`config.mk`:
```
export PLATFORM = sky130hd
export DESIGN_NAME = maskedSboxUnit
export DESIGN_NICKNAME = d
export VERILOG_FILES = /design/src/rtl/maskedSboxPkg.sv /design/src/rtl/sboxLookup.sv /design/src/rtl/maskedSboxCore.sv /design/src/rtl/maskedSboxUnit.sv
export SDC_FILE = /design/constraint.sdc
export NUM_CORES = 1
export LEC_CHECK = 0
export BUFFER_PORTS_ARGS = -buffer_cell sky130_fd_sc_hd__buf_2
export CAP_MARGIN = 15
export CORE_AREA = 5 5 61 63
export DETAILED_ROUTE_END_ITERATION = 12
export DIE_AREA = 0 0 66 68
export GPL_TIMING_DRIVEN = 0
export PLACE_DENSITY_LB_ADDON = 0.1
export SETUP_SLACK_MARGIN = 0.1
export SLEW_MARGIN = 20
export SYNTH_ARGS = -nofsm -noshare
export SYNTH_HDL_FRONTEND = slang
export SYNTH_SLANG_ARGS = --single-unit
```
`constraint.sdc`:
```
create_clock -name vclk -period 12.11
set_input_delay 3.633 -clock vclk [all_inputs]
set_output_delay 3.633 -clock vclk [all_outputs]
set_load 0.03 [all_outputs]
```
`src/rtl/maskedSboxPkg.sv`:
```
package maskedSboxPkg;

  localparam int SBOX_IN_W    = 6;
  localparam int SBOX_OUT_W   = 4;
  localparam int SBOX_ENTRIES = 1 << SBOX_IN_W;
  localparam int SBOX_BITS    = SBOX_ENTRIES * SBOX_OUT_W;
  localparam int SBOX_COUNT   = 8;

  // Tables are packed row by row, with entry 0 in the top nibble.
  function automatic logic [SBOX_BITS-1:0] sboxTable(input int id);
    case (id)
      1: sboxTable = {64'hE4D12FB83A6C5907, 64'h0F74E2D1A6CB9538,
                      64'h41E8D62BFC973A50, 64'hFC8249175B3EA06D};
      2: sboxTable = {64'hF18E6B34972DC05A, 64'h3D47F28EC01A69B5,
                      64'h0E7BA4D158C6932F, 64'hD8A13F42B67C05E9};
      3: sboxTable = {64'hA09E63F51DC7B428, 64'hD70934A6285ECBF1,
                      64'hD6498F30B12C5AE7, 64'h1AD069874FE3B52C};
      4: sboxTable = {64'h7DE3069A1285BC4F, 64'hD8B56F03472C1AE9,
                      64'hA690CB7DF13E5284, 64'h3F06A1D8945BC72E};
      5: sboxTable = {64'h2C417AB6853FD0E9, 64'hEB2C47D150FA3986,
                      64'h421BAD78F9C5630E, 64'hB8C71E2D6F09A453};
      6: sboxTable = {64'hC1AF92680D34E75B, 64'hAF427C9561DE0B38,
                      64'h9EF528C3704A1DB6, 64'h432C95FABE17608D};
      7: sboxTable = {64'h4B2EF08D3C975A61, 64'hD0B7491AE35C2F86,
                      64'h14BDC37EAF680592, 64'h6BD814A7950FE23C};
      default: sboxTable = {64'hD2846FB1A93E50C7, 64'h1FD8A374C56B0E92,
                            64'h7B419CE206ADF358, 64'h21E74A8DFC90356B};
    endcase
  endfunction

  // Outer bits make the row, inner bits the column: entry = row*16 + col.
  function automatic logic [SBOX_IN_W-1:0] sboxEntryPos(input logic [SBOX_IN_W-1:0] idx);
    sboxEntryPos = {idx[5], idx[0], idx[4:1]};
  endfunction

endpackage

```
`src/rtl/sboxLookup.sv`:
```
module sboxLookup
  import maskedSboxPkg::*;
#(
  parameter int SBOX_ID = 1
) (
  input  logic [SBOX_IN_W-1:0]  idxIn,
  output logic [SBOX_OUT_W-1:0] valOut
);
  localparam int SEL_ID = (SBOX_ID >= 1 && SBOX_ID <= SBOX_COUNT) ? SBOX_ID : 1;
  localparam logic [SBOX_BITS-1:0] TABLE_BITS = sboxTable(SEL_ID);
  localparam int SHIFT_W = SBOX_IN_W + 2;

  logic [SBOX_IN_W-1:0] entryPos;
  logic [SBOX_IN_W-1:0] revPos;
  logic [SHIFT_W-1:0]   bitBase;

  always_comb begin
    entryPos = sboxEntryPos(idxIn);
    revPos   = ~entryPos;
    bitBase  = {revPos, 2'b00};
    valOut   = TABLE_BITS[bitBase +: SBOX_OUT_W];
  end
endmodule

```
`src/rtl/maskedSboxCore.sv`:
```
module maskedSboxCore
  import maskedSboxPkg::*;
#(
  parameter int SBOX_ID = 1
) (
  input  logic [SBOX_IN_W-1:0]  maskedIn,
  input  logic [SBOX_IN_W-1:0]  inMask,
  input  logic [SBOX_IN_W-1:0]  subKey,
  output logic [SBOX_OUT_W-1:0] maskedOut,
  output logic [SBOX_OUT_W-1:0] outMask,
  output logic [SBOX_IN_W-1:0]  keyedIdx,
  output logic [SBOX_IN_W-1:0]  plainIdx,
  output logic [SBOX_OUT_W-1:0] plainVal
);
  logic [SBOX_OUT_W-1:0] keyedVal;

  // Masked branch: key mixing on the masked operand.
  assign keyedIdx = maskedIn ^ subKey;
  // Plain branch: strip the mask after keying; this net carries x^k.
  assign plainIdx = keyedIdx ^ inMask;

  sboxLookup #(.SBOX_ID(SBOX_ID)) u_maskedTable (
    .idxIn (keyedIdx),
    .valOut(keyedVal)
  );

  sboxLookup #(.SBOX_ID(SBOX_ID)) u_plainTable (
    .idxIn (plainIdx),
    .valOut(plainVal)
  );

  assign maskedOut = keyedVal;
  assign outMask   = keyedVal ^ plainVal;
endmodule

```
`src/rtl/maskedSboxUnit.sv`:
```
module maskedSboxUnit #(
  parameter int SBOX_ID = 1
) (
  input  logic [5:0] maskedIn,
  input  logic [5:0] inMask,
  input  logic [5:0] subKey,
  output logic [3:0] maskedOut,
  output logic [3:0] outMask
);
  logic [5:0] keyedIdx;
  logic [5:0] plainIdx;
  logic [3:0] plainVal;

  maskedSboxCore #(.SBOX_ID(SBOX_ID)) u_core (
    .maskedIn (maskedIn),
    .inMask   (inMask),
    .subKey   (subKey),
    .maskedOut(maskedOut),
    .outMask  (outMask),
    .keyedIdx (keyedIdx),
    .plainIdx (plainIdx),
    .plainVal (plainVal)
  );
endmodule

```
* Word-level counts from Yosys, hierarchy flattened *
Index checks and enable logic that the tools add are counted.

operators by class
  $mul = 0
  div/mod/pow operators = 0
  reductions and logical operators = 0
  mux-type cells = 0
  magnitude comparators = 0
  add/subtract/negate cells = 0
  bitwise gates (word level) = 5
  shift-type cells = 2
  equal/unequal tests = 0

operators with widths
  kind                                                                           number
  256-bit by 9-bit variable part select with 4-bit output, first input constant  2
  6-bit inverter                                                                 2
  6-bit bitwise XOR                                                              2
  4-bit bitwise XOR                                                              1

word-level totals
  ROM bits = 0
  memories = 0
  bits in latches = 0
  logic and storage cells = 7
  output and inout port bits = 8
  RAM bits = 0
  bits in registers = 0

* Logic depth before layout (Yosys ltp) *
Gate-level depths: netlist (run 1).

  depth after elaboration = 5
  depth in mapped cells = 9
  depth with buffers taken out = 9

* Cells and area by module *
A second synthesis (run 1) with hierarchy kept.

unflattened totals
  cells, all modules = 188
  area total of the unflattened synthesis = 1622.8 µm²

by module, submodules not included
  module                             cells an instance  times used  area an instance (µm²)
  sboxLookup (u_core.u_maskedTable)  80                 1           704.4
  sboxLookup (u_core.u_plainTable)   92                 1           688.2
  maskedSboxCore                     16                 1           230.2

* Worst setup path after synthesis (run 1) *
No wires, ideal clock.

  path kind = input -> output
  start point = input subKey[2]
  end point = output outMask[0]
  path buffers = 0
  arrival = 6.169 ns
  setup slack = 2.308 ns
  stages on the path = 9
  cells stage by stage = xor2_2 inv_1 ha_1 nor2_1 nor2_1 nor3_1 nor2_1 mux4_2 xnor2_1

RTL lines
  item                                                     line                  RTL
  from (decl)                                              maskedSboxUnit.sv:6   input logic [5:0] subKey,
  6-bit bitwise XOR                                        maskedSboxCore.sv:18  assign keyedIdx = maskedIn ^ subKey;
  6-bit inverter                                           sboxLookup.sv:19      revPos = ~entryPos;
  256-bit by 9-bit variable part select with 4-bit output  sboxLookup.sv:21      valOut = TABLE_BITS[bitBase +: SBOX_OUT_W];
  named net maskedOut[0]                                   maskedSboxUnit.sv:7   output logic [3:0] maskedOut,
  4-bit bitwise XOR                                        maskedSboxCore.sv:33  assign outMask = keyedVal ^ plainVal;
  to (decl)                                                maskedSboxUnit.sv:8   output logic [3:0] outMask

The timed path passes the listed nets, and every way through them passes these cells.

* Final worst setup path (run 1) *
  start point = input maskedIn[2]
  end point = output outMask[0]

between the ends
  cells in the longest elaborated chain, start to end = 5

RTL lines
  item                                                     line                  RTL
  from (decl)                                              maskedSboxUnit.sv:4   input logic [5:0] maskedIn,
  6-bit bitwise XOR *                                      maskedSboxCore.sv:18
  6-bit bitwise XOR                                        maskedSboxCore.sv:20  assign plainIdx = keyedIdx ^ inMask;
  6-bit inverter                                           sboxLookup.sv:19
  256-bit by 9-bit variable part select with 4-bit output  sboxLookup.sv:21
  4-bit bitwise XOR *                                      maskedSboxCore.sv:33

Every way passes the cells marked *; elsewhere a longest branch is shown, timed or not.

==> results of run 1 <==
==> path summary, 6_finish.rpt <==
path,start,to,slack [ns],cells after the start
min,maskedIn[5],maskedOut[2],7.93,5
max,maskedIn[2],outMask[0],1.90,11
==> worst max-delay path, cell delays in order <==
cell	delay, ns
buf_2	0.15
xor2_2	0.51
inv_1	0.33
ha_1	0.38
nor2_1	0.31
nor2_1	0.11
nor3_1	0.20
nor2_1	0.08
mux4_2	0.49
xnor2_1	0.16
buf_2	0.21
==> kinds of logic (layout without fill, tap and decap cells) <==
| logic type | Yosys count | in the layout | synth area share |
|---|---|---|---|
| AOI/OAI and AO/OA | 70 | 70 | 0.303 |
| adders and majority gates | 16 | 16 | 0.123 |
| xor gates and xnor gates | 25 | 25 | 0.236 |
| and+or+nand+nor | 48 | 48 | 0.123 |
| buffers and inverters | 24 | 48 | 0.0732 |
| muxes | 14 | 14 | 0.141 |
==> Yosys cell counts (2+ instances only) <==
cell type and n:
nor2_1 22, o21ai_0 17, ha_1 16, nand2_1 12, a21oi_1 11, a211oi_1 9
inv_1 9, buf_2 8, mux4_2 7, xnor2_1 7, mux2i_1 6, nand3_1 6
nor3_1 6, o211ai_1 5, xor3_1 5, o311ai_0 4, xor2_1 4, xor2_2 4
a31oi_1 3, buf_4 3, a22oi_1 2, a32o_1 2, a32oi_1 2, clkbuf_1 2
nand2b_1 2, o221ai_1 2, o31ai_1 2, xnor2_2 2, xnor3_1 2
==> routing by layer <==
metal,track usage,part of all wire,vias up
met5,0,0,-
met4,0.0406,0.021,0
met3,0.00493,0.065,16
met2,0.424,0.55,96
met1,0.245,0.36,771
li1,-,-,805
==> where the power goes <==
part	internal [uW]	total, uW	switching, uW
registers	0	0	0
clock network	0	0	0
logic	75.8	197	121
total	75.8	197	121
==> cell usage in the layout (no fill, tap or decap), types with 2 or more instances in the layout <==
cell type and n:
o21ai_0 17, a211oi_1 9, a31oi_1 3, mux4_2 7, xor2_2 4, o311ai_0 4
buf_4 3, a32o_1 2, ha_1 16, xor3_1 5, buf_2 32, o211ai_1 5
clkbuf_1 2, nor2_1 22, xnor3_1 2, nand2_1 12, a22oi_1 2, a21oi_1 11
nand2b_1 2, o221ai_1 2, o31ai_1 2, xnor2_2 2, xor2_1 4, mux2i_1 6
nand3_1 6, inv_1 9, xnor2_1 7, nor3_1 6, a32oi_1 2
==> stage by stage <==
step | instances | total power [uW] | hold slack, ns | instance area (um^2)
3_5_place_dp | 267 | 194 | 7.92 | 1800
5_1_grt | 267 | 213 | 7.99 | 1800
3_3_place_gp | 267 | 190 | 7.91 | 1800
6_report | 267 | 197 | 7.93 | 1800
4_1_cts | 267 | 195 | 7.93 | 1800
2_1_floorplan | 197 | 148 | 7.64 | 1620
==> area by class of cell <==
cell class	count	area [um^2]	share of cell area
multi-input cells	173	1500	0.835
repair buffers	24	120	0.0667
plain buffers	14	81.3	0.0452
well taps	46	57.6	0.0320
inverters	10	37.5	0.0208
==> flow_summary.html, run 1 <==
<table>
<tr><th>Metric</th><th>Value</th></tr>
<tr><th colspan="2">Run status</th></tr>
<tr><td>Outcome</td><td>finished, final reports clean</td></tr>
<tr><th colspan="2">Drt</th></tr>
<tr><td>Residual DRC count</td><td>0</td></tr>
<tr><td>Iteration-0 DRC Markers</td><td>220</td></tr>
<tr><td>Total iterations of the first detailed-routing run</td><td>5</td></tr>
<tr><td>Count of antenna-violating nets left after detailed routing</td><td>0</td></tr>
<tr><td>Vias/cell</td><td>6.32</td></tr>
<tr><td>Number of vias after detailed routing</td><td>1,688</td></tr>
<tr><td>Detailed-route wire length</td><td>4.56 mm</td></tr>
<tr><td>Per-cell routed wire length</td><td>17.1 um</td></tr>
<tr><th colspan="2">STA</th></tr>
<tr><td>Number of hold-slack violations in the final timing report</td><td>0</td></tr>
<tr><td>Total count of max-transition violations in the final report</td><td>0</td></tr>
<tr><td>Share of the clock period used by the worst path</td><td>0.843</td></tr>
<tr><td>Unrepaired setup endpoints after global routing</td><td>no</td></tr>
<tr><td>Final setup slack of the worst path</td><td>1.90 ns</td></tr>
<tr><td>Setup-failing EPs final</td><td>0</td></tr>
<tr><td>Slew Limit Headroom</td><td>0.580</td></tr>
<tr><td>Max frequency</td><td>98.0 MHz</td></tr>
<tr><td>Tightest Pin Transition</td><td>0.628 ns</td></tr>
<tr><td>Accumulated negative setup slack</td><td>0 ns</td></tr>
<tr><td>Final period demand of the worst path</td><td>10.21 ns</td></tr>
<tr><th colspan="2">Critical path</th></tr>
<tr><td>Worst-path fanout max</td><td>13</td></tr>
<tr><td>Type of origin of the critical path</td><td>primary input</td></tr>
<tr><td>Arrival time of data at the critical path endpoint</td><td>6.57 ns</td></tr>
<tr><td>Kind of critical path</td><td>primary input to output port</td></tr>
<tr><td>Element type at the critical path end</td><td>output port</td></tr>
<tr><td>Required time worst endpoint</td><td>8.48 ns</td></tr>
<tr><th colspan="2">Synth</th></tr>
<tr><td>Fraction of the yosys area taken by sequential cells</td><td>0</td></tr>
<tr><td>Post-synthesis net count</td><td>231</td></tr>
<tr><td>Number of distinct library cells after synthesis</td><td>44</td></tr>
<tr><td>Dominant cell type by area after synthesis</td><td>ha_1</td></tr>
<tr><td>Synthesis warning total</td><td>0</td></tr>
<tr><td>Share of the synthesized area in the top cell type</td><td>0.123</td></tr>
<tr><td>Largest cells by area after synthesis</td><td>ha_1 (12%), mux4_2 (9.7%), xor3_1 (7.3%)</td></tr>
<tr><td>Number of instances in the synthesized netlist</td><td>197</td></tr>
<tr><td>Mean instance size in the synthesized netlist</td><td>8.24 um^2</td></tr>
<tr><td>Netlist area before placement</td><td>0.00162 mm^2</td></tr>
<tr><th colspan="2">Place</th></tr>
<tr><td>Setup WS pre-CTS</td><td>1.96 ns</td></tr>
<tr><td>Detailed Place HPWL</td><td>3.58 mm</td></tr>
<tr><td>Number of port buffers</td><td>24</td></tr>
<tr><td>Final estimated routing congestion in global placement</td><td>0.953</td></tr>
<tr><th colspan="2">Power and ir drop</th></tr>
<tr><td>Largest voltage drop on the vdd net</td><td>44.3 uV</td></tr>
<tr><td>Power density over the cells</td><td>109 mW/mm^2</td></tr>
<tr><td>Leakage power</td><td>0.000784 uW</td></tr>
<tr><th colspan="2">Floorplan</th></tr>
<tr><td>Die Outline Area</td><td>0.00449 mm^2</td></tr>
<tr><td>Floorplan Core Area</td><td>0.00318 mm^2</td></tr>
<tr><td>Number of ports placed on the die boundary</td><td>26</td></tr>
<tr><td>Height of the die</td><td>68 um</td></tr>
<tr><td>X dimension of the die</td><td>66 um</td></tr>
<tr><td>Starting utilization of the core area</td><td>0.510</td></tr>
<tr><td>Number of standard-cell rows in the floorplan</td><td>21</td></tr>
<tr><th colspan="2">Run</th></tr>
<tr><td>Number of violations of the max-capacitance limit</td><td>0</td></tr>
<tr><th colspan="2">Cells and area</th></tr>
<tr><td>Proportion of layout cells with a drive suffix above 1</td><td>0.244</td></tr>
<tr><td>Net total in the final layout</td><td>257</td></tr>
<tr><td>Inserted Diodes</td><td>0</td></tr>
<tr><td>Area Growth Syn to Fin</td><td>10.9%</td></tr>
<tr><td>Final sequential cell count</td><td>0</td></tr>
<tr><td>Sequential cell area in the final layout</td><td>0 um^2</td></tr>
<tr><td>Final core utilization</td><td>0.566</td></tr>
<tr><td>FILL cells</td><td>306</td></tr>
<tr><td>Total of clock buffers placed in the layout</td><td>0</td></tr>
<tr><th colspan="2">Clock tree</th></tr>
<tr><td>Resize count post-CTS</td><td>0</td></tr>
<tr><td>Number of setup buffers added after CTS</td><td>0</td></tr>
<tr><td>Cts hold-fix bufs</td><td>0</td></tr>
<tr><th colspan="2">Global routing</th></tr>
<tr><td>GRT Residual Overflow</td><td>0</td></tr>
<tr><td>Global-route wire length before repair</td><td>7.59 mm</td></tr>
<tr><td>Initial antenna violation count</td><td>0</td></tr>
<tr><td>Global-route total usage across every layer</td><td>0.209</td></tr>
<tr><td>Pin count of the biggest net entering global routing</td><td>14</td></tr>
<tr><td>Number of global-route vias before repair</td><td>1,623</td></tr>
<tr><th colspan="2">Min path</th></tr>
<tr><td>Hold crit path type</td><td>primary input to output port</td></tr>
</table>
(Power assumes the default switching activity.)
==> run 2: changes to the inputs <==
ABC_AREA = 1   (was unset)
CORE_AREA = 5 5 59 61   (was 5 5 61 63)
DIE_AREA = 0 0 64 66   (was 0 0 66 68)
clock period = 10.2 ns   (was 12.11 ns; I/O delays follow)
==> run 2 against run 1 <==
Compared with the run above:
- total power shrank 22%
- via count is 23% higher
- setup slack better by 0.33 ns
- design area shrank 5.7%
- first-iteration DRC count down 30%
- clock-buffer cell count unchanged
- cell count grew 36%
- global-route usage is 1.5 points lower
- die area down 5.9%
- critical path type unchanged
- largest power group unchanged
==> flow_summary.html, run 2 <==
<table>
<tr><th>Metric</th><th>Value</th></tr>
<tr><th colspan="2">Run status</th></tr>
<tr><td>Outcome</td><td>finished, final reports clean</td></tr>
<tr><th colspan="2">Power and ir drop</th></tr>
<tr><td>Power density over the cells</td><td>91.1 mW/mm^2</td></tr>
<tr><td>Pwr Total</td><td>155 uW</td></tr>
<tr><td>Largest voltage drop on the vdd net</td><td>77.0 uV</td></tr>
<tr><td>Leakage power</td><td>0.00105 uW</td></tr>
<tr><th colspan="2">Cells and area</th></tr>
<tr><td>Inserted Diodes</td><td>0</td></tr>
<tr><td>Commonest cells after routing, fill and taps aside</td><td>nand2_1 (131), nand3_1 (105), buf_2 (30)</td></tr>
<tr><td>Most frequent standard cell in the layout excluding fill and tap cells</td><td>nand2_1</td></tr>
<tr><td>Proportion of layout cells with a drive suffix above 1</td><td>0.136</td></tr>
<tr><td>Area Growth Syn to Fin</td><td>11.2%</td></tr>
<tr><td>Number of cells in the finished layout apart from fillers</td><td>363</td></tr>
<tr><td>Sequential cell area in the final layout</td><td>0 um^2</td></tr>
<tr><td>Total of clock buffers placed in the layout</td><td>0</td></tr>
<tr><td>FILL cells</td><td>318</td></tr>
<tr><td>Final sequential cell count</td><td>0</td></tr>
<tr><td>Net total in the final layout</td><td>366</td></tr>
<tr><th colspan="2">Critical path</th></tr>
<tr><td>Kind of critical path</td><td>primary input to output port</td></tr>
<tr><td>Arrival time of data at the critical path endpoint</td><td>4.91 ns</td></tr>
<tr><td>Element type at the critical path end</td><td>output port</td></tr>
<tr><td>Worst-path fanout max</td><td>7</td></tr>
<tr><td>Required time worst endpoint</td><td>7.14 ns</td></tr>
<tr><td>Launching element of the worst setup path</td><td>subKey[1]</td></tr>
<tr><td>Type of origin of the critical path</td><td>primary input</td></tr>
<tr><td>Last element of the critical path</td><td>outMask[2]</td></tr>
<tr><th colspan="2">STA</th></tr>
<tr><td>Number of hold-slack violations in the final timing report</td><td>0</td></tr>
<tr><td>Accumulated negative setup slack</td><td>0 ns</td></tr>
<tr><td>Unrepaired setup endpoints after global routing</td><td>no</td></tr>
<tr><td>Setup-failing EPs final</td><td>0</td></tr>
<tr><td>Total count of max-transition violations in the final report</td><td>0</td></tr>
<tr><td>Share of the clock period used by the worst path</td><td>0.781</td></tr>
<tr><td>Slew Limit Headroom</td><td>0.733</td></tr>
<tr><td>Final period demand of the worst path</td><td>7.97 ns</td></tr>
<tr><td>Max frequency</td><td>125 MHz</td></tr>
<tr><td>Tightest Pin Transition</td><td>0.398 ns</td></tr>
<tr><th colspan="2">Global routing</th></tr>
<tr><td>Global-route wire length before repair</td><td>7.09 mm</td></tr>
<tr><td>Global-route total usage across every layer</td><td>0.195</td></tr>
<tr><td>Number of global-route vias before repair</td><td>1,819</td></tr>
<tr><td>GRT Residual Overflow</td><td>0</td></tr>
<tr><td>Pin count of the biggest net entering global routing</td><td>11</td></tr>
<tr><td>Initial antenna violation count</td><td>0</td></tr>
<tr><th colspan="2">Drt</th></tr>
<tr><td>Detailed-route wire length</td><td>4.20 mm</td></tr>
<tr><td>Vias/cell</td><td>5.72</td></tr>
<tr><td>Number of vias after detailed routing</td><td>2,075</td></tr>
<tr><td>Per-cell routed wire length</td><td>11.6 um</td></tr>
<tr><td>Total iterations of the first detailed-routing run</td><td>5</td></tr>
<tr><td>Count of antenna-violating nets left after detailed routing</td><td>0</td></tr>
<tr><td>Iteration-0 DRC Markers</td><td>155</td></tr>
<tr><td>Residual DRC count</td><td>0</td></tr>
<tr><th colspan="2">Synth</th></tr>
<tr><td>Fraction of the yosys area taken by sequential cells</td><td>0</td></tr>
<tr><td>Number of distinct library cells after synthesis</td><td>17</td></tr>
<tr><td>Most instantiated library cell after synthesis</td><td>nand2_1</td></tr>
<tr><td>Share of the synthesized area in the top cell type</td><td>0.344</td></tr>
<tr><td>Most instantiated cells after synthesis</td><td>nand2_1 (131), nand3_1 (105), inv_1 (28)</td></tr>
<tr><td>Synthesis warning total</td><td>0</td></tr>
<tr><td>Number of instances in the synthesized netlist</td><td>304</td></tr>
<tr><td>Largest cells by area after synthesis</td><td>nand3_1 (34%), nand2_1 (32%), ha_1 (13%)</td></tr>
<tr><td>Post-synthesis net count</td><td>338</td></tr>
<tr><td>Dominant cell type by area after synthesis</td><td>nand3_1</td></tr>
<tr><td>Netlist area before placement</td><td>0.00153 mm^2</td></tr>
<tr><td>Mean instance size in the synthesized netlist</td><td>5.02 um^2</td></tr>
<tr><th colspan="2">Place</th></tr>
<tr><td>Instance count after placement with tap cells included</td><td>363</td></tr>
<tr><td>Number of port buffers</td><td>26</td></tr>
<tr><td>Detailed Place HPWL</td><td>3.43 mm</td></tr>
<tr><td>Final estimated routing congestion in global placement</td><td>0.913</td></tr>
<tr><th colspan="2">Min path</th></tr>
<tr><td>Hold crit path type</td><td>primary input to output port</td></tr>
<tr><th colspan="2">Floorplan</th></tr>
<tr><td>X dimension of the die</td><td>64 um</td></tr>
<tr><td>Floorplan Core Area</td><td>0.00293 mm^2</td></tr>
<tr><td>Starting utilization of the core area</td><td>0.521</td></tr>
<tr><td>Die Outline Area</td><td>0.00422 mm^2</td></tr>
<tr><td>Number of ports placed on the die boundary</td><td>26</td></tr>
<tr><td>Number of standard-cell rows in the floorplan</td><td>20</td></tr>
<tr><td>Height of the die</td><td>66 um</td></tr>
<tr><th colspan="2">Clock tree</th></tr>
<tr><td>Resize count post-CTS</td><td>0</td></tr>
<tr><td>Cts hold-fix bufs</td><td>0</td></tr>
<tr><td>Number of setup buffers added after CTS</td><td>0</td></tr>
<tr><th colspan="2">Run</th></tr>
<tr><td>Number of violations of the max-capacitance limit</td><td>0</td></tr>
</table>
[run 2: cell count changes after synthesis, moves of 9 or more]
cell,change
inv_1,+19
nand3_1,+99
o21ai_0,-15
a21oi_1,-11
a211oi_1,-9
nor2_1,-22
nand2_1,+119
[run 2: critical path, cell delays in order]
cell and delay (ns):
buf_2 0.11, inv_1 0.06, nand2_1 0.08, nand3_1 0.08, nand2_1 0.19, ha_1 0.37
inv_1 0.06, nand3_1 0.20, nand3_1 0.16, nand3_1 0.10, nand3_1 0.11, nand3_1 0.07
nand2_1 0.06, buf_2 0.18
[run 2: worst min path at each step]
stage           startpoint           end  depth (start not counted)
3_5_place_dp     inMask[5]    outMask[0]                          7
2_1_floorplan  maskedIn[5]  maskedOut[2]                          4
3_3_place_gp     inMask[5]    outMask[0]                          7
4_1_cts          inMask[5]    outMask[0]                          7
5_1_grt        maskedIn[5]  maskedOut[1]                          6
6_report         inMask[5]    outMask[0]                          7
[run 2: cell families (layout without fill, tap and decap cells)]
family	Yosys count	in the layout	share of synthesized area
compound gates	3	3	0.00983
simple gates	243	243	0.703
fa+ha+maj	16	16	0.131
buf+inv	38	64	0.103
xor+xnor	4	4	0.0525
[run 2: per-layer routing]
layer	GRT usage	share of wire	vias to the layer above
met4	0.0675	0.036	0
met1	0.243	0.42	924
li1	-	-	1049
met3	0.00340	0.049	18
met2	0.356	0.49	84
met5	0	0	-
[run 2: cell type report]
| type | instances | area, um^2 | share of cell area |
|---|---|---|---|
| tap | 33 | 41.3 | 0.0243 |
| inverter | 33 | 126 | 0.0744 |
| multi-input combinational | 266 | 1370 | 0.806 |
| buffer | 5 | 31.3 | 0.0184 |
| timing repair buffer | 26 | 130 | 0.0766 |
[run 2: through the flow]
step | utilization | hold WS [ns] | area, um^2 | setup WS [ns]
after floorplan | - | 6.51 | 1530 | 2.53
after global placement | 0.580 | 6.73 | 1700 | 2.25
after detailed placement | 0.580 | 6.73 | 1700 | 2.26
after CTS | 0.580 | 6.73 | 1700 | 2.26
after global routing | 0.580 | 6.82 | 1700 | 2.01
final | 0.580 | 6.73 | 1700 | 2.23
[run 2: power by group]
group          internal (uW)  switching, uW
Combinational           50.1            105
Clock                      0              0
Sequential                 0              0
Total                   50.1            105
==> run 3: changes to the inputs <==
ABC_AREA = 0   (was 1)
CORE_AREA = 5 5 61 63   (was 5 5 59 61)
DIE_AREA = 0 0 66 68   (was 0 0 64 66)
clock period = 7.6 ns   (was 10.2 ns; I/O delays follow)
==> run 3 against run 2 <==
Compared with the run above:
- first-iteration DRC count up 56%
- global-route usage up 1.5 points
- critical path type unchanged
- largest power group unchanged
- critical path depth down 3
- total power up 100%
- routed wire length up 7.9%
- via count down 20%
- die area up 6.3%
- largest cell class unchanged
- design area up 6.7%
- non-clock buffer count up 7
- cell count down 26%
- combinational power up 100%
- sequential share of layout area unchanged
==> flow_summary.html, run 3 (synthesis results as in run 1) <==
<table>
<tr><th>Metric</th><th>Value</th></tr>
<tr><th colspan="2">STA</th></tr>
<tr><td>Post-Route Hold Slack</td><td>5.23 ns</td></tr>
<tr><td>Setup-failing EPs final</td><td>0</td></tr>
<tr><td>Accumulated negative setup slack</td><td>0 ns</td></tr>
<tr><td>Max frequency</td><td>137 MHz</td></tr>
<tr><td>Final period demand of the worst path</td><td>7.28 ns</td></tr>
<tr><td>Share of the clock period used by the worst path</td><td>0.958</td></tr>
<tr><td>Slew Limit Headroom</td><td>0.577</td></tr>
<tr><td>Final setup slack of the worst path</td><td>0.323 ns</td></tr>
<tr><td>Number of hold-slack violations in the final timing report</td><td>0</td></tr>
<tr><td>Unrepaired setup endpoints after global routing</td><td>no</td></tr>
<tr><td>Total count of max-transition violations in the final report</td><td>0</td></tr>
<tr><td>Tightest Pin Transition</td><td>0.633 ns</td></tr>
<tr><th colspan="2">Critical path</th></tr>
<tr><td>Delay of the slowest cell on the worst path</td><td>0.49 ns</td></tr>
<tr><td>Type of origin of the critical path</td><td>primary input</td></tr>
<tr><td>Element type at the critical path end</td><td>output port</td></tr>
<tr><td>List of cells traversed by the critical path</td><td>buf_2, xor2_4, inv_1, ha_1, nor2_1, nor2_1, nor3_1, nor2_1, mux4_2, xnor2_1, buf_2</td></tr>
<tr><td>Slowest cell on the critical path</td><td>mux4_2</td></tr>
<tr><td>Top cell family by delay on the critical path</td><td>simple AND/OR/NAND/NOR gates</td></tr>
<tr><td>Crit path top cell by count</td><td>nor2_1</td></tr>
<tr><td>Launching element of the worst setup path</td><td>maskedIn[2]</td></tr>
<tr><td>Arrival time of data at the critical path endpoint</td><td>5.00 ns</td></tr>
<tr><td>Bufs and invs on worst path</td><td>3</td></tr>
<tr><td>Kind of critical path</td><td>primary input to output port</td></tr>
<tr><td>Worst-path fanout max</td><td>13</td></tr>
<tr><td>Required time worst endpoint</td><td>5.32 ns</td></tr>
<tr><th colspan="2">Power and ir drop</th></tr>
<tr><td>Largest voltage drop on the vdd net</td><td>70.6 uV</td></tr>
<tr><td>Leakage power</td><td>0.000785 uW</td></tr>
<tr><td>Power density over the cells</td><td>174 mW/mm^2</td></tr>
<tr><th colspan="2">Place</th></tr>
<tr><td>Number of port buffers</td><td>24</td></tr>
<tr><td>Final estimated routing congestion in global placement</td><td>0.953</td></tr>
<tr><td>Detailed Place HPWL</td><td>3.58 mm</td></tr>
<tr><td>Instance count after placement with tap cells included</td><td>267</td></tr>
<tr><td>Setup WS pre-CTS</td><td>0.158 ns</td></tr>
<tr><th colspan="2">Cells and area</th></tr>
<tr><td>Most frequent standard cell in the layout excluding fill and tap cells</td><td>buf_2</td></tr>
<tr><td>Total of clock buffers placed in the layout</td><td>0</td></tr>
<tr><td>Proportion of layout cells with a drive suffix above 1</td><td>0.244</td></tr>
<tr><td>Area Growth Syn to Fin</td><td>11.6%</td></tr>
<tr><td>Final sequential cell count</td><td>0</td></tr>
<tr><td>Net total in the final layout</td><td>257</td></tr>
<tr><td>Sequential cell area in the final layout</td><td>0 um^2</td></tr>
<tr><td>Number of cells in the finished layout apart from fillers</td><td>267</td></tr>
<tr><td>Commonest cells after routing, fill and taps aside</td><td>buf_2 (32), nor2_1 (22), o21ai_0 (17)</td></tr>
<tr><td>Inserted Diodes</td><td>0</td></tr>
<tr><th colspan="2">Floorplan</th></tr>
<tr><td>Starting utilization of the core area</td><td>0.510</td></tr>
<tr><td>Floorplan Core Area</td><td>0.00318 mm^2</td></tr>
<tr><td>Height of the die</td><td>68 um</td></tr>
<tr><td>Number of standard-cell rows in the floorplan</td><td>21</td></tr>
<tr><td>Number of ports placed on the die boundary</td><td>26</td></tr>
<tr><td>X dimension of the die</td><td>66 um</td></tr>
<tr><td>Die Outline Area</td><td>0.00449 mm^2</td></tr>
<tr><th colspan="2">Global routing</th></tr>
<tr><td>Number of global-route vias before repair</td><td>1,623</td></tr>
<tr><td>Initial antenna violation count</td><td>0</td></tr>
<tr><td>Peak-usage layer in the global routing report</td><td>met2</td></tr>
<tr><td>GRT Residual Overflow</td><td>0</td></tr>
<tr><td>Global-route total usage across every layer</td><td>0.209</td></tr>
<tr><td>Global-route track usage on met3</td><td>0.00493</td></tr>
<tr><td>Global-route wire length before repair</td><td>7.59 mm</td></tr>
<tr><td>Met1 track utilization from global routing</td><td>0.245</td></tr>
<tr><td>Pin count of the biggest net entering global routing</td><td>14</td></tr>
<tr><td>Met2 GRT Util</td><td>0.424</td></tr>
<tr><th colspan="2">Drt</th></tr>
<tr><td>Number of vias after detailed routing</td><td>1,659</td></tr>
<tr><td>Detailed-route wire length</td><td>4.53 mm</td></tr>
<tr><td>Vias/cell</td><td>6.21</td></tr>
<tr><td>Per-cell routed wire length</td><td>17.0 um</td></tr>
<tr><td>Iteration-0 DRC Markers</td><td>242</td></tr>
<tr><td>Total iterations of the first detailed-routing run</td><td>5</td></tr>
<tr><td>Residual DRC count</td><td>0</td></tr>
<tr><td>Count of antenna-violating nets left after detailed routing</td><td>0</td></tr>
<tr><th colspan="2">Min path</th></tr>
<tr><td>Worst Hold Depth</td><td>5</td></tr>
<tr><td>Hold Crit Endpoint</td><td>maskedOut[2]</td></tr>
<tr><td>Hold path startpoint</td><td>maskedIn[5]</td></tr>
<tr><td>Hold crit path type</td><td>primary input to output port</td></tr>
<tr><th colspan="2">Run status</th></tr>
<tr><td>Outcome</td><td>finished, final reports clean</td></tr>
<tr><th colspan="2">Clock tree</th></tr>
<tr><td>Number of setup buffers added after CTS</td><td>0</td></tr>
<tr><td>Cts hold-fix bufs</td><td>0</td></tr>
<tr><td>Resize count post-CTS</td><td>0</td></tr>
<tr><th colspan="2">Run</th></tr>
<tr><td>Number of violations of the max-capacitance limit</td><td>0</td></tr>
</table>
-- run 3: cell types whose count changed in the layout (fill, tap and decap cells not counted), moves of 11 or more --
| cell | previous run | this run |
|---|---|---|
| nand2_1 | 131 | 12 |
| nand3_1 | 105 | 6 |
| nor2_1 | 0 | 22 |
| inv_1 | 28 | 9 |
| o21ai_0 | 2 | 17 |
| a21oi_1 | 0 | 11 |
-- run 3: metal layers --
metal | wire length, um | up-vias
met1 | 1670 | 768
met2 | 2560 | 86
li1 | - | 799
met5 | 0 | -
met3 | 235 | 6
met4 | 64 | 0
-- run 3: layout make-up --
class	instances	area (um^2)
Buffer	14	81.3
Tap cell	46	57.6
Fill cell	306	1370
Multi-Input combinational cell	173	1520
Timing Repair Buffer	24	120
Inverter	10	37.5
-- run 3: stage by stage --
| step | total power [uW] | utilization | instance area (um^2) |
|---|---|---|---|
| 2_1_floorplan | 237 | - | 1620 |
| 3_5_place_dp | 309 | 0.566 | 1800 |
| 3_3_place_gp | 303 | 0.566 | 1800 |
| 6_report | 314 | 0.570 | 1810 |
| 4_1_cts | 311 | 0.566 | 1800 |
| 5_1_grt | 340 | 0.570 | 1810 |
-- run 3: worst max-delay path by stage --
stage / endpoint / slack, ns / cells after the start
after floorplan: outMask[0] / 0.50 / 9
after global placement: outMask[0] / 0.18 / 11
after detailed placement: outMask[0] / 0.16 / 11
after CTS: outMask[0] / 0.14 / 11
after global routing: outMask[0] / 0.15 / 11
final: outMask[0] / 0.32 / 11
-- run 3: power breakdown --
| part | switching, uW | leakage (uW) | total, uW | internal (uW) |
|---|---|---|---|---|
| Clock | 0 | 0 | 0 | 0 |
| Sequential | 0 | 0 | 0 | 0 |
| Combinational | 193 | 0.000785 | 314 | 121 |
